[src/rtl/sramc_pkg.sv]
package sramc_pkg;
  typedef enum logic [2:0] {
    ST_IDLE,
    ST_SETUP,
    ST_ACTIVE,
    ST_CAPTURE,
    ST_PRE
  } seq_state_t;

  function automatic int unsigned ns_to_cyc(input int unsigned ns, input int unsigned period_ns);
    return (ns + period_ns - 1) / period_ns;
  endfunction

  function automatic int unsigned max2(input int unsigned a, input int unsigned b);
    return (a > b) ? a : b;
  endfunction
endpackage

[src/rtl/sramc_interval_timer.sv]
module sramc_interval_timer #(
  parameter int unsigned CW = 4
) (
  input  logic          clk,
  input  logic          rst_n,
  input  logic          load,
  input  logic [CW-1:0] load_val,
  output logic          done
);
  logic [CW-1:0] cnt;

  always_ff @(posedge clk) begin
    if (!rst_n)            cnt <= '0;
    else if (load)         cnt <= load_val;
    else if (cnt != '0)    cnt <= cnt - 1'b1;
  end

  assign done = (cnt == '0);
endmodule

[src/rtl/sramc_cycle_seq.sv]
module sramc_cycle_seq
  import sramc_pkg::*;
#(
  parameter int unsigned SETUP_CYC = 1,
  parameter int unsigned ACT_CYC   = 14,
  parameter int unsigned PRE_CYC   = 7,
  parameter int unsigned CW        = 4
) (
  input  logic          clk,
  input  logic          rst_n,
  input  logic          req_valid,
  input  logic          tmr_done,
  output seq_state_t    state,
  output logic          tmr_load,
  output logic [CW-1:0] tmr_val
);
  seq_state_t nxt;

  always_comb begin
    nxt      = state;
    tmr_load = 1'b0;
    tmr_val  = '0;
    unique case (state)
      ST_IDLE: if (req_valid) begin
        nxt = ST_SETUP; tmr_load = 1'b1; tmr_val = CW'(SETUP_CYC - 1);
      end
      ST_SETUP: if (tmr_done) begin
        nxt = ST_ACTIVE; tmr_load = 1'b1; tmr_val = CW'(ACT_CYC - 1);
      end
      ST_ACTIVE: if (tmr_done) nxt = ST_CAPTURE;
      ST_CAPTURE: begin
        nxt = ST_PRE; tmr_load = 1'b1; tmr_val = CW'(PRE_CYC - 1);
      end
      ST_PRE: if (tmr_done) nxt = ST_IDLE;
      default: nxt = ST_IDLE;
    endcase
  end

  always_ff @(posedge clk) begin
    if (!rst_n) state <= ST_IDLE;
    else        state <= nxt;
  end
endmodule

[src/rtl/sramc_rd_capture.sv]
module sramc_rd_capture #(
  parameter int unsigned DW = 4
) (
  input  logic          clk,
  input  logic          rst_n,
  input  logic          strobe,
  input  logic [DW-1:0] din,
  output logic          rsp_valid,
  output logic [DW-1:0] rsp_rdata
);
  always_ff @(posedge clk) begin
    if (!rst_n) begin
      rsp_valid <= 1'b0;
      rsp_rdata <= '0;
    end else begin
      rsp_valid <= strobe;
      if (strobe) rsp_rdata <= din;
    end
  end
endmodule

[src/rtl/sramc_ctrl.sv]
module sramc_ctrl
  import sramc_pkg::*;
#(
  parameter int unsigned AW              = 10,
  parameter int unsigned DW              = 4,
  parameter int unsigned CLK_NS          = 8,
  parameter int unsigned T_ADDR_SETUP_NS = 0,
  parameter int unsigned T_ADDR_HOLD_NS  = 40,
  parameter int unsigned T_CE_LOW_NS     = 120,
  parameter int unsigned T_CE_HIGH_NS    = 50,
  parameter int unsigned T_CYCLE_NS      = 170,
  parameter int unsigned T_ACCESS_NS     = 120,
  parameter int unsigned T_WE_PULSE_NS   = 120,
  parameter int unsigned T_WE_LEAD_NS    = 120,
  parameter int unsigned T_WE_LAG_NS     = 120,
  parameter int unsigned T_DATA_SETUP_NS = 50,
  parameter int unsigned T_BUS_OFF_NS    = 50
) (
  input  logic          clk,
  input  logic          rst_n,
  input  logic          req_valid,
  output logic          req_ready,
  input  logic          req_write,
  input  logic [AW-1:0] req_addr,
  input  logic [DW-1:0] req_wdata,
  output logic          rsp_valid,
  output logic [DW-1:0] rsp_rdata,
  output logic          mem_ce_n,
  output logic          mem_we_n,
  output logic [AW-1:0] mem_addr,
  output logic [DW-1:0] mem_dout,
  output logic          mem_dout_en,
  input  logic [DW-1:0] mem_din
);
  localparam int unsigned SETUP_CYC = max2(1, ns_to_cyc(T_ADDR_SETUP_NS, CLK_NS));
  localparam int unsigned LOW_A = max2(ns_to_cyc(T_CE_LOW_NS, CLK_NS), ns_to_cyc(T_ACCESS_NS, CLK_NS));
  localparam int unsigned LOW_W = max2(ns_to_cyc(T_WE_PULSE_NS, CLK_NS),
                                  max2(ns_to_cyc(T_WE_LEAD_NS, CLK_NS), ns_to_cyc(T_WE_LAG_NS, CLK_NS)));
  localparam int unsigned LOW_H = max2(ns_to_cyc(T_ADDR_HOLD_NS, CLK_NS), ns_to_cyc(T_DATA_SETUP_NS, CLK_NS));
  localparam int unsigned LOW_CYC  = max2(2, max2(LOW_A, max2(LOW_W, LOW_H)));
  localparam int unsigned ACT_CYC  = LOW_CYC - 1;
  localparam int unsigned HIGH_CYC = max2(ns_to_cyc(T_CE_HIGH_NS, CLK_NS), ns_to_cyc(T_BUS_OFF_NS, CLK_NS));
  localparam int unsigned CYC_CYC  = ns_to_cyc(T_CYCLE_NS, CLK_NS);
  localparam int unsigned PRE_REST = (CYC_CYC > LOW_CYC + SETUP_CYC + 1) ? CYC_CYC - LOW_CYC - SETUP_CYC - 1 : 0;
  localparam int unsigned PRE_CYC  = max2(max2(1, HIGH_CYC), PRE_REST);
  localparam int unsigned CW       = $clog2(max2(max2(SETUP_CYC, ACT_CYC), PRE_CYC) + 1);

  seq_state_t    st;
  logic          tmr_load, tmr_done;
  logic [CW-1:0] tmr_val;
  logic          wr_q;
  logic [AW-1:0] addr_q;
  logic [DW-1:0] wdata_q;
  logic          accept, ce_active;

  sramc_cycle_seq #(
    .SETUP_CYC(SETUP_CYC), .ACT_CYC(ACT_CYC), .PRE_CYC(PRE_CYC), .CW(CW)
  ) u_seq (
    .clk(clk), .rst_n(rst_n), .req_valid(req_valid), .tmr_done(tmr_done),
    .state(st), .tmr_load(tmr_load), .tmr_val(tmr_val)
  );

  sramc_interval_timer #(.CW(CW)) u_tmr (
    .clk(clk), .rst_n(rst_n), .load(tmr_load), .load_val(tmr_val), .done(tmr_done)
  );

  assign req_ready = (st == ST_IDLE);
  assign accept    = req_ready && req_valid;

  always_ff @(posedge clk) begin
    if (!rst_n) begin
      wr_q    <= 1'b0;
      addr_q  <= '0;
      wdata_q <= '0;
    end else if (accept) begin
      wr_q    <= req_write;
      addr_q  <= req_addr;
      wdata_q <= req_wdata;
    end
  end

  assign ce_active   = (st == ST_ACTIVE) || (st == ST_CAPTURE);
  assign mem_ce_n    = !ce_active;
  assign mem_we_n    = !(ce_active && wr_q);
  assign mem_addr    = addr_q;
  assign mem_dout    = wdata_q;
  assign mem_dout_en = wr_q && (ce_active || (st == ST_SETUP));

  sramc_rd_capture #(.DW(DW)) u_cap (
    .clk(clk), .rst_n(rst_n),
    .strobe((st == ST_CAPTURE) && !wr_q),
    .din(mem_din), .rsp_valid(rsp_valid), .rsp_rdata(rsp_rdata)
  );
endmodule

[config.mk]
export PLATFORM = sky130hd
export DESIGN_NAME = sramc_ctrl
export DESIGN_NICKNAME = d
export VERILOG_FILES = /design/src/rtl/sramc_pkg.sv /design/src/rtl/sramc_interval_timer.sv /design/src/rtl/sramc_cycle_seq.sv /design/src/rtl/sramc_rd_capture.sv /design/src/rtl/sramc_ctrl.sv
export SDC_FILE = /design/constraint.sdc
export NUM_CORES = 1
export LEC_CHECK = 0
export ABC_AREA = 1
export CAP_MARGIN = 10
export CORE_AREA = 2 2 54 56
export CTS_CLUSTER_SIZE = 8
export DETAILED_ROUTE_END_ITERATION = 8
export DIE_AREA = 0 0 56 58
export DONT_BUFFER_PORTS = 1
export SLEW_MARGIN = 10
export SYNTH_ARGS = -nofsm -noshare
export SYNTH_HDL_FRONTEND = slang
export SYNTH_SLANG_ARGS = --single-unit
[constraint.sdc]
create_clock -name clk -period 3.43 [get_ports clk]
set_input_delay 0.343 -clock clk [delete_from_list [all_inputs] [get_ports clk]]
set_output_delay 0.343 -clock clk [all_outputs]
set_load 0.02 [all_outputs]
## Word-level counts from Yosys, hierarchy flattened

Cells that the tools add are included.

- Bits of input ports: 22
- Memory bits (writable): 0
- Latch bits: 0
- Memories: 0
- ROM bits: 0
- Register bits after elaboration: 27

- Mux-type cells: 12
- Shift-type cells: 0
- $add $sub $neg: 1
- Bitwise operators: 0
- Reductions and logical operators: 14
- Divide/modulo/power cells: 0
- Eq/ne operators: 8
- Multipliers: 0
- $lt $le $gt $ge: 0

Operators by type and width:

| operator | number |
|---|---|
| one-hot mux 3 bit (5 select lines) | 1 |
| two-way mux 3 bit | 4 |
| two-way mux 4 bit | 3 |
| != test 2 bit (second input constant) | 4 |
| one-hot mux 4 bit (2 select lines) | 1 |
| == test 3 x 2 -> 1 bit (second input constant) | 2 |
| logical AND 1 bit | 4 |
| logical NOT 4 bit | 1 |
| AND reduction 4 bit | 1 |
| nonzero test 4 bit | 1 |
| subtractor 4 x 1 -> 4 bit (second input constant) | 1 |
| == test 3 x 1 -> 1 bit (second input constant) | 1 |
| == test 3 bit (second input constant) | 1 |
| logical NOT 1 bit | 3 |
| logical NOT 3 bit | 1 |
| one-hot mux 1 bit (3 select lines) | 1 |
| logical OR 1 bit | 2 |
| two-way mux 1 bit | 2 |
| nonzero test 2 bit | 1 |

## Logic depth before layout (Yosys ltp)

Gate-level depths: netlist of run 1.

- Word-level depth: 4
- Depth in mapped cells: 9
- Gate-level depth less buffers: 9

## Cells and area by module

Synthesis of run 1 repeated with hierarchy kept, for this count alone.

- Cell total of the unflattened synthesis: 244
- Area total of the unflattened synthesis: 1515.2 sq um

Modules (own cells, without submodules):

| module | cells each | area each (sq um) | instances |
|---|---|---|---|
| sramc_ctrl | 138 | 839.6 | 1 |
| sramc_interval_timer | 40 | 247.7 | 1 |
| sramc_cycle_seq | 38 | 224.0 | 1 |
| sramc_rd_capture | 28 | 203.9 | 1 |

## Worst setup path after synthesis of run 1

OpenSTA, ideal clock, no wires.

- Kind: register -> output
- Start: register u_seq.state[0]
- End: output mem_dout_en
- Cell stages (with the launch flop): 3
- Path buffers: 0
- Path slack: 2.068 ns
- Data arrival time: 1.019 ns
- Path through: dfxtp_1 -> nor2_1 -> nor3_1

- Word-level cells in the longest chain between the ends: 4
- Elaborated cells on any way between the ends: 6
- Those cells by class: eq/ne: 3; reduce/logical: 3

RTL lines:

| element | RTL line | RTL |
|---|---|---|
| start: declaration | sramc_cycle_seq.sv:13 | `output seq_state_t state,` |
| start signal: assignment | sramc_cycle_seq.sv:41 | `else state <= nxt;` |
| == test 3 x 2 -> 1 bit | sramc_ctrl.sv:82 | `assign ce_active = (st == ST_ACTIVE) \|\| (st == ST_CAPTURE);` |
| logical OR 1 bit | sramc_ctrl.sv:82 |  |
| logical OR 1 bit (*) | sramc_ctrl.sv:87 | `assign mem_dout_en = wr_q && (ce_active \|\| (st == ST_SETUP));` |
| logical AND 1 bit (*) | sramc_ctrl.sv:87 |  |
| end: declaration | sramc_ctrl.sv:32 | `output logic mem_dout_en,` |

Mark *: on every way between the ends. The rest lies on a longest branch, timed or not.

## Worst setup path after layout of run 1

Same ends and word-level chain as after synthesis.

==> results.md, run 1 <==
- Final ANT Viol Nets: 0
- Worst slew margin: 0.5706
- Place WS: 1.975 ns
- Syn_area_per_cell: 7.367 µm²
- N_diodes: 0
- Initial Util: 0.4455
- Top cell type's share of synthesized area: 0.4557
- P&R area growth vs syn: 2.215%
- Root Driver: clkbuf_4
- CP Launch Type: flip-flop
- Vias in the first global route: 905
- Largest area contributor in the netlist: dfxtp_1
- Clock skew: 0.001664 ns
- Final Cycle Share: 0.5313
- Die area: 3248 µm²
- Worst-Skew Late Latency: 0.32 ns
- Sequential Power Share: 0.461
- All-Layer GR Usage: 0.1588
- PortBufs: 0
- Total Wirelength: 2.448 mm
- Post-CTS Hold Buffers: 0
- RSZ-0062 raised after global routing: false
- Clock transition at path regs: 0.14 ns
- Clock buffer count from CTS: 3
- CP max FO: 6
- Worst-margin pin slew: 0.6392 ns
- Status: completed
- P_sw: 0.4848 mW
- 1st-iter DRT viols: 24
- Core area: 2663 µm²
- TNS Setup: 0 ns
- Final Util: 0.4554
- Final hold violations: 0
- CP delay by family, top: simple AND/OR/NAND/NOR gates
- Gate power share: 0.412
- Distinct cells, synth: 26
- Dpl hpwl: 1.773 mm
- Max_cap viols: 0
- Worst setup EP type: output pin
- Fmax: 548.8 MHz
- Gpl congestion: 0.8269
- Clock Power Share: 0.127
- Die Height: 58 µm
- Die X: 56 µm
- Per-cell routed wire length: 12.88 µm
- Vias/cell: 5.263
- H-tree depth: 1
- P_int: 0.5757 mW
- Synthesized instance count: 161
- Fill cells: 294
- Crit path DAT: 1.48 ns
- PD cells: 874.7 nW/µm²
- Detailed-route via count: 1000
- Peak VDD IR: 0.3531 mV
- Area of the multi-input gates: 549.3 µm²
- Post-route worst setup slack: 1.608 ns
- IO Pins: 45
- Crit path time final: 1.822 ns
- Share of layout cells above drive strength 1: 0.06918
- Seq/Total Area, Yosys: 0.4557
- Remaining Overflow, GRT: 0
- Post-Syn Nets: 184
- Setup bufs post-CTS: 0
- Pre-Repair DR Iteration Count: 4
- Sw frac: 0.4571
- Final Max Tran Viols: 0
- Largest stage delay on the critical path: 0.54 ns
- Sink Count: 27
- Initial antenna violation count: 0
- Critical Path RT: 3.09 ns
- CTS tree: done
- # nets final: 183
- CP bufs+invs: 0
- Largest net degree at the start of global routing: 22
- Hold slack: 0.1197 ns
- DRC Markers: 0
- Worst hold path type: in2reg
- Synthesis-stage register bit count: 27
- Worst path cell trace: nor2_1 -> nor3_1
- Final setup viols: 0
- Row count: 19
- Global-route wire length before repair: 4.043 mm
- Synth area leaders: dfxtp_1 (46%), nand2_1 (11%), a21oi_1 (8.0%)
- Kind of critical path: reg2out
- Leakage: 0.5248 nW
- CTS resizes: 0
- Slowest-stage cell, CP: dfxtp_1
- Clock Path Buffers: 2
- Cell Area, Synth: 1186 µm²
- Synth warn: 0
- Reg area: 540.5 µm²
## placed cells by master (no fill, tap or decap)
cell / count
a21oi_1: 19
a31oi_1: 2
clkbuf_4: 3
clkinv_1: 1
clkinv_2: 1
dfxtp_1: 27
ha_1: 1
inv_1: 12
inv_2: 2
nand2_1: 34
nand2_2: 1
nand3_1: 19
nand3_2: 1
nand3_4: 1
nand3b_1: 1
nand4_1: 2
nor2_1: 20
nor2_2: 1
nor2_4: 1
nor3_1: 1
o211ai_1: 1
o21ai_0: 5
o21bai_1: 1
or2_1: 1
xor2_1: 1
## power by group through the flow
stage	clock network (mW)	registers, mW	logic (mW)
2_1_floorplan	0	0.480	0.402
3_3_place_gp	0	0.493	0.433
3_5_place_dp	0	0.497	0.437
4_1_cts	0.142	0.489	0.438
5_1_grt	0.151	0.499	0.511
6_report	0.135	0.489	0.437
## area by class of cell
| cell class | instances | share of cell area |
|---|---|---|
| Sequential cell | 27 | 0.4458 |
| Clock buffer | 3 | 0.01858 |
| Multi-Input combinational cell | 113 | 0.4530 |
| Inverter | 15 | 0.04644 |
| Tap cell | 31 | 0.03199 |
| Clock inverter | 1 | 0.004128 |
## metrics by stage
| step | instance area (µm²) | std cells | power (mW) |
|---|---|---|---|
| finish | 1212 | 190 | 1.060 |
| global route | 1212 | 190 | 1.162 |
| CTS | 1212 | 190 | 1.069 |
| detailed placement | 1185 | 186 | 0.9340 |
| global placement | 1185 | 186 | 0.9264 |
| floorplan | 1186 | 161 | 0.8815 |
## kinds of logic after synthesis
family	Yosys count	share of synthesized area
buffers and inverters	21	0.08122
DFF	27	0.4557
and+or+nand+nor	83	0.3207
xor gates and xnor gates	1	0.007385
adders and majority gates	1	0.01055
AOI/OAI and AO/OA	28	0.1245
## state kept, by name, indices dropped and copies added, names as in the netlist
name / flops
u_cap.rsp_rdata: 4
u_seq.state: 3
wr_q: 1
u_cap.rsp_valid: 1
mem_dout: 4
mem_addr: 10
u_tmr.cnt: 4
## layer usage
layer / share of wire / GRT usage / routed length (µm) / up-vias
li1: - / - / - / 522
met1: 0.44 / 0.1946 / 1076 / 447
met2: 0.48 / 0.2605 / 1187 / 29
met3: 0.069 / 0.04688 / 168 / 2
met4: 0.0065 / 0.07143 / 16 / 0
met5: 0 / 0 / 0 / -
## synthesized netlist by cell type, drive strengths merged
cell type	instances
a21oi	19
a31oi	2
buf	4
clkbuf	2
clkinv	1
dfxtp	27
ha	1
inv	14
nand2	35
nand3	21
nand3b	1
nand4	2
nor2	22
nor3	1
o211ai	1
o21ai	5
o21bai	1
or2	1
xor2	1
## path summary, 6_finish.rpt
| path | startpoint | to | slack (ns) | depth (start not counted) |
|---|---|---|---|---|
| max reg2reg | u_seq.state[0]$_SDFFE_PN0P_ | u_tmr.cnt[0]$_SDFFE_PN0P_ | 2.01 | 6 |
| min reg2reg | wr_q$_SDFFE_PN0P_ | wr_q$_SDFFE_PN0P_ | 0.52 | 2 |
| min | rst_n | u_seq.state[0]$_SDFFE_PN0P_ | 0.12 | 2 |
| max | u_seq.state[0]$_SDFFE_PN0P_ | mem_dout_en | 1.61 | 2 |
Power figures use the tool's default switching activity.
==> run 2: changes to the inputs <==
Settings changed: ABC_AREA 1 to 0, CORE_AREA 2 2 54 56 to 2 2 56 58, DIE_AREA 0 0 56 58 to 0 0 58 60.
Clock period 3.43 ns to 1.7 ns, I/O delays scaled along.
==> run 2 against run 1 <==
Net effect: register-to-register slack worse by 1.8 ns; critical path type is now reg2reg; combinational power is 120% higher; largest cell class unchanged; cell count is 2.1% higher; utilization is 7.6 points higher; clock power is 110% higher.
==> results.md, run 2 <==
- Post-Synth Simple-Gate Area: 0.2847 (-0.03593)
- Clock transition at path regs: 0.15 ns (about the same)
- Die X: 58 µm (+3.6%)
- Leakage: 0.5746 nW (+9.5%)
- Crit path time final: 1.526 ns
- Final setup viols: 0 (unchanged)
- Largest area contributor in the netlist: dfxtp_1
- Worst Hold Launch: req_valid
- Core area: 2903 µm² (+9.0%)
- Root Driver: clkbuf_4
- Seq/Total Area, Yosys: 0.4170 (-0.03871)
- Top cell type's share of synthesized area: 0.4170 (-0.03871)
- PortBufs: 0 (unchanged)
- CP max FO: 10 (+4)
- Syn_area_per_cell: 9.193 µm² (+25%)
- Vias/cell: 5.232 (-0.59%)
- H-tree depth: 1 (unchanged)
- All-Layer GR Usage: 0.1609 (+0.002050)
- Synthesis-stage register bit count: 27 (unchanged)
- Sw frac: 0.4298 (-0.02733)
- Clock Power Share: 0.128 (about the same)
- # nets final: 185 (+1.1%)
- Worst slew margin: 0.4406 (-0.1300)
- Post-placement cell area: 1309 µm² (+10%)
- Largest net degree at the start of global routing: 29 (+32%)
- Compound-Gate Fraction of Synth Area: 0.2046 (+0.08016)
- Row count: 20 (+1)
- Hold slack: 0.09004 ns (-0.02970 ns)
- Synthesized instance count: 141 (-12%)
- IO Pins: 45 (unchanged)
- Status: completed
- RR Endpoint: u_seq.state[0]$_SDFFE_PN0P_
- Worst-margin pin slew: 0.8364 ns (+0.1971 ns)
- TNS Setup: 0 ns (unchanged)
- XOR/XNOR Fraction of Synth Area: 0 (-0.007384)
- Worst setup EP type: flip-flop
- Number of flops mapped to enable cells by yosys: 0 (unchanged)
- Distinct cells, synth: 35 (+35%)
- Initial antenna violation count: 0 (unchanged)
- Reg2reg setup slack: 0.17 ns (-1.84 ns)
- CTS tree: done
- Final hold violations: 0 (unchanged)
- Max_cap viols: 0 (unchanged)
- Worst-Skew Late Latency: 0.33 ns (about the same)
- Hold Path Depth: 3 (+1)
- Synth Flop Type: dfxtp_1
- Final instance area: 1543 µm² (+27%)
- P_int: 1.282 mW (+120%)
- Worst hold path type: in2reg
- Clock skew: 0.004377 ns (+0.002713 ns)
- Gpl congestion: 0.6864 (-17%)
- Remaining Overflow, GRT: 0 (unchanged)
- Leading cell types in the layout, fill and taps excluded: nand2_1 (27), dfxtp_1 (26), dlygate4sd3_1 (20)
- Peak VDD IR: 0.7861 mV (+120%)
- Total Wirelength: 2.597 mm (+6.1%)
- CP Launch Type: flip-flop
- Mux share of post-synthesis cell area: 0.01544 (+0.01544)
- P&R area growth vs syn: 19.02%
- Critical Path RT: 1.95 ns (-1.14 ns)
- Synth area leaders: dfxtp_1 (42%), a21boi_2 (8.7%), nand2_1 (7.8%)
- P_sw: 0.9666 mW (+99%)
- Setup bufs post-CTS: 0 (unchanged)
- N_diodes: 0 (unchanged)
- Die area: 3480 µm² (+7.1%)
- Final ANT Viol Nets: 0 (unchanged)
- Largest family of logic cells by synthesized area: simple AND/OR/NAND/NOR gates
- Top cells by count, synth: dfxtp_1 (27), nand2_1 (27), a21boi_0 (11), nand2_2 (11), a21boi_2 (10)
- Pre-Repair DR Iteration Count: 4 (unchanged)
- 1st-iter DRT viols: 19 (-21%)
- Dpl hpwl: 1.716 mm (-3.2%)
- Vias in the first global route: 995 (+9.9%)
- Global-route wire length before repair: 4.215 mm (+4.3%)
- Per-cell routed wire length: 13.39 µm (+3.9%)
- Kind of critical path: reg2reg
- Min-Delay Endpoint: wr_q$_SDFFE_PN0P_
- Commonest non-fill, non-tap cell in the layout: nand2_1
- Final Cycle Share: 0.8976
- Adder-cell share of the synthesized area: 0.009653 (-0.0008960)
- PD cells: 1458 nW/µm² (+67%)
- DRC Markers: 0 (unchanged)
- Final Max Tran Viols: 0 (unchanged)
- Detailed-route via count: 1015 (+1.5%)
- Initial Util: 0.4466 (+0.001063)
- Die Height: 60 µm (+3.4%)
- Sequential Power Share: 0.451 (-0.010)
- Worst r2r src: u_tmr.cnt[0]$_SDFFE_PN0P_
- R2R depth: 6 (unchanged)
- Async set-reset flop share out of synthesis: 0 (unchanged)
- Cell Area, Synth: 1296 µm² (+9.3%)
- Synth warn: 0 (unchanged)
- Fmax: 655.3 MHz
- Clock Path Buffers: 2 (unchanged)
- Post-Syn Nets: 164 (-11%)
- Clock buffer count from CTS: 3 (unchanged)
- Crit path DAT: 1.78 ns (+0.30 ns)
- RSZ-0062 raised after global routing: false
- Max reg flops: 10 (unchanged)
- Share of layout cells above drive strength 1: 0.2422 (+0.1731)
- Sink Count: 27 (unchanged)
- Gate power share: 0.420 (+0.008)
## run 2: per-stage QoR
stage               power, mW    util  worst slack, ns  instances
floorplan               1.822       -           0.2881        141
global placement        1.874  0.4509           0.1465        170
detailed placement      1.916  0.4509          0.07674        170
CTS                     2.251  0.5302          0.04013        194
global route            2.434  0.5315          0.07855        194
finish                  2.249  0.5315           0.1740        194
## run 2: area by class of cell
cell class,count,area (µm²)
clock buffers,3,22.52
clock inverters,1,7.507
fillers,259,1360
inverters,4,15.01
multi-input cells,100,669.4
flip-flops and latches,27,541.8
well taps,33,41.29
repair buffers,26,245.2
## run 2: cell families (layout without fill, tap and decap cells)
| family | count (synthesis) | after routing |
|---|---|---|
| buffers and inverters | 14 | 34 |
| flip-flops | 27 | 27 |
| AND/OR/NAND/NOR | 64 | 64 |
| AO/OA/AOI/OAI | 33 | 33 |
| multiplexers | 2 | 2 |
| adder cells (fa/ha/maj) | 1 | 1 |
## run 2: worst max path at each step
| stage | startpoint | to | slack (ns) | cells after the start |
|---|---|---|---|---|
| 2_1_floorplan | u_tmr.cnt[0]$_SDFFE_PN0P_ | u_seq.state[0]$_SDFFE_PN0P_ | 0.29 | 7 |
| 3_5_place_dp | u_tmr.cnt[0]$_SDFFE_PN0P_ | u_seq.state[0]$_SDFFE_PN0P_ | 0.08 | 6 |
| 3_3_place_gp | u_tmr.cnt[0]$_SDFFE_PN0P_ | u_seq.state[0]$_SDFFE_PN0P_ | 0.15 | 6 |
| 4_1_cts | u_tmr.cnt[0]$_SDFFE_PN0P_ | u_seq.state[0]$_SDFFE_PN0P_ | 0.04 | 6 |
| 6_report | u_tmr.cnt[0]$_SDFFE_PN0P_ | u_seq.state[0]$_SDFFE_PN0P_ | 0.17 | 6 |
| 5_1_grt | u_tmr.cnt[0]$_SDFFE_PN0P_ | u_tmr.cnt[2]$_SDFFE_PN0P_ | 0.08 | 6 |
## run 2: power groups by stage
stage               combinational (mW)  sequential [mW]  clock [mW]
floorplan                        0.870            0.952           0
global placement                 0.856             1.02           0
detailed placement               0.888             1.03           0
CTS                              0.937             1.01       0.301
global route                      1.07             1.04       0.321
finish                           0.945             1.02       0.289
## run 2: what timing repair did
item,CTS,global route
endpoints found under the setup margin,0,7
gates resized for setup,0,2
hold buffers,20,0
hold endpoints to repair,27,0
## run 2: per-layer routing
layer	vias to the layer above	GRT usage	share of wire
met5	-	0	0
met3	5	0.02814	0.054
met2	28	0.2873	0.50
li1	514	-	-
met1	468	0.1848	0.43
met4	0	0.07973	0.018
## run 2: worst max-delay path, cell delays in order, from the launching register on
cell and delay, ns:
dfxtp_1 0.37, inv_1 0.06, ha_1 0.19, or3b_4 0.47, nand2_2 0.10, o21ai_2 0.05, nor4b_2 0.20
==> run 3: changes to the inputs <==
Settings changed: CORE_AREA 2 2 56 58 to 2 2 51 63, DIE_AREA 0 0 58 60 to 0 0 53 65.
Clock period 1.7 ns to 1.4 ns, I/O delays scaled along.
==> run 3 against run 2 <==
Net effect: the flow now finishes with violations (negative hold slack, negative setup slack); count of clock-buffer cells in the layout grew 1; sequential share of layout area shrank 1.8 points; maximum frequency increased by 2.7%; critical path depth rose by 1; die area shrank 1.0%; register-to-register slack lost 0.26 ns; routed wire length up 1.8%; first-iteration DRC count grew 26%; hold slack got worse by 0.15 ns; clock skew grew 0.0023 ns; critical path type unchanged; critical endpoint is now u_tmr.cnt[1]$_SDFFE_PN0P_.
==> results.md, run 3 (same netlist as run 2, synthesis figures left out) <==
- Status: complete, but fails checks
- Violated checks: negative hold slack, negative setup slack
- Die area: 3445 µm² (-1.0%)
- Leakage: 0.6194 nW (+7.8%)
- Post-placement cell area: 1374 µm² (+5.0%)
- Final setup viols: 4 (+4)
- Crit path time final: 1.486 ns (-0.03991 ns)
- CP delay by family, top: simple AND/OR/NAND/NOR gates
- Vias in the first global route: 996 (+0.10%)
- Commonest non-fill, non-tap cell in the layout: nand2_1
- Gpl congestion: 0.7232 (+5.4%)
- PortBufs: 0 (unchanged)
- Worst slew margin: 0.8239 (+0.3833)
- Per-cell routed wire length: 13.09 µm (-2.2%)
- Post-route worst setup slack: -0.08608 ns (-0.2601 ns)
- CP max FO: 5 (-5)
- IO Pins: 45 (unchanged)
- Clock skew: 0.006723 ns (+0.002346 ns)
- Reg area: 548.0 µm² (+1.2%)
- Initial antenna violation count: 0 (unchanged)
- Worst setup EP type: flip-flop
- Final Max Tran Viols: 0 (unchanged)
- Final instance area: 1644 µm² (+6.6%)
- Row count: 22 (+10%)
- P&R area growth vs syn: 26.83%
- Worst hold path type: in2reg
- Final hold violations: 27 (+27)
- Area of the multi-input gates: 716.9 µm² (+7.1%)
- Kind of critical path: reg2reg
- Global-route wire length before repair: 4.222 mm (+0.17%)
- Root Driver: clkbuf_4
- Remaining Overflow, GRT: 0 (unchanged)
- Final Cycle Share: 1.061 (+0.1638)
- Leading cell types in the layout, fill and taps excluded: nand2_1 (27), dfxtp_1 (23), dlygate4sd3_1 (16)
- CP bufs+invs: 2 (+1)
- PD cells: 1928 nW/µm² (+32%)
- Worst-margin pin slew: 0.2630 ns (-0.5734 ns)
- N_diodes: 0 (unchanged)
- Share of layout cells above drive strength 1: 0.3554 (+0.1132)
- Worst-Skew Late Latency: 0.33 ns (about the same)
- Vias/cell: 5.094 (-2.6%)
- Max reg flops: 10 (unchanged)
- Largest net degree at the start of global routing: 29 (unchanged)
- Die Height: 65 µm (+8.3%)
- Slowest-stage cell, CP: or3b_4
- Detailed-route via count: 1029 (+1.4%)
- H-tree depth: 1 (unchanged)
- Clock transition at path regs: 0.14 ns (about the same)
- Clock Path Buffers: 2 (unchanged)
- Fill cells: 263 (+1.5%)
- Total Wirelength: 2.644 mm (+1.8%)
- CP Launch Type: flip-flop
- Dpl hpwl: 1.773 mm (+3.4%)
- Die X: 53 µm (-8.6%)
- Final Util: 0.5688 (+0.03736)
- Worst path cell trace: inv_2 -> ha_4 -> or3b_4 -> buf_6 -> nand3b_1 -> o311ai_2 -> o21ai_1
- All-Layer GR Usage: 0.1634 (+0.002496)
- Core area: 2890 µm² (-0.43%)
- 1st-iter DRT viols: 24 (+5)
- Clock buffer count from CTS: 3 (unchanged)
- Hold slack: -0.05731 ns (-0.1474 ns)
- Pre-Repair DR Iteration Count: 4 (unchanged)
- # nets final: 190 (+2.7%)
- Crit path DAT: 1.75 ns (-0.03 ns)
- Peak VDD IR: 1.450 mV (+84%)
- CTS tree: done
- Post-CTS Hold Buffers: 16 (-20%)
- Final ANT Viol Nets: 0 (unchanged)
- Fmax: 672.9 MHz (+2.7%)
- RSZ-0062 raised after global routing: true
- Initial Util: 0.4485 (+0.001933)
- Largest stage delay on the critical path: 0.38 ns (-0.09 ns)
- Max_cap viols: 0 (unchanged)
- DRC Markers: 0 (unchanged)
- Critical Path RT: 1.67 ns (-0.28 ns)
- Sink Count: 27 (unchanged)
## run 3: changes by cell type in the layout (fill, tap and decap cells not counted), moves of 2 or more
cell           delta
dfxtp_1           -3
dlygate4sd3_1     -4
buf_6             +2
dfxtp_2           +2
inv_1             -2
inv_2             +2
buf_4             +6
o21ai_0           -2
## run 3: final cells by class
| class | instances | share of cell area |
|---|---|---|
| tap | 36 | 0.02740 |
| inverter | 4 | 0.009132 |
| clock buffer | 4 | 0.01598 |
| multi-input combinational | 100 | 0.4361 |
| sequential | 27 | 0.3333 |
| timing repair buffer | 31 | 0.1781 |
## run 3: path summary, 6_finish.rpt
| path | to | cells past startpoint | from | slack (ns) |
|---|---|---|---|---|
| max reg2reg | u_tmr.cnt[1]$_SDFFE_PN0P_ | 7 | u_tmr.cnt[1]$_SDFFE_PN0P_ | -0.09 |
| min reg2reg | u_tmr.cnt[0]$_SDFFE_PN0P_ | 2 | u_tmr.cnt[0]$_SDFFE_PN0P_ | 0.57 |
| max | u_tmr.cnt[1]$_SDFFE_PN0P_ | 7 | u_tmr.cnt[1]$_SDFFE_PN0P_ | -0.09 |
| min | mem_addr[4]$_SDFFE_PN0P_ | 1 | rst_n | -0.06 |
## run 3: routing by layer
metal	global-route usage	part of all wire
met1	0.1767	0.40
met2	0.2813	0.50
met3	0.04378	0.079
met4	0.08654	0.018
met5	0	0
## run 3: stage by stage
stage	hold WS [ns]	setup WS (ns)	TNS, ns	std cells	power, mW
floorplan	0.2667	0.002150	0	141	2.223
global placement	0.2681	-0.007420	-0.007420	179	2.447
detailed placement	0.2715	-0.05831	-0.1675	179	2.490
CTS	-0.08064	-0.05462	-0.1454	201	3.043
global route	-0.09121	-0.1307	-0.5656	202	3.412
finish	-0.05731	-0.08608	-0.1809	202	3.170
## run 3: report_power, final
| part | internal, mW | switching (mW) | leakage [nW] | total, mW |
|---|---|---|---|---|
| Sequential | 0.953 | 0.253 | 0.223 | 1.21 |
| Combinational | 0.800 | 0.823 | 0.382 | 1.62 |
| Clock | 0.112 | 0.229 | 0.0150 | 0.341 |
## run 3: repair_timing
item / CTS / global route
setup buffers: 1 / 1
hold endpoints to repair: 27 / 27
gates resized for setup: 10 / 10
setup endpoints to repair: 7 / 8
gates cloned: 1 / 0
pin swaps: 1 / 2
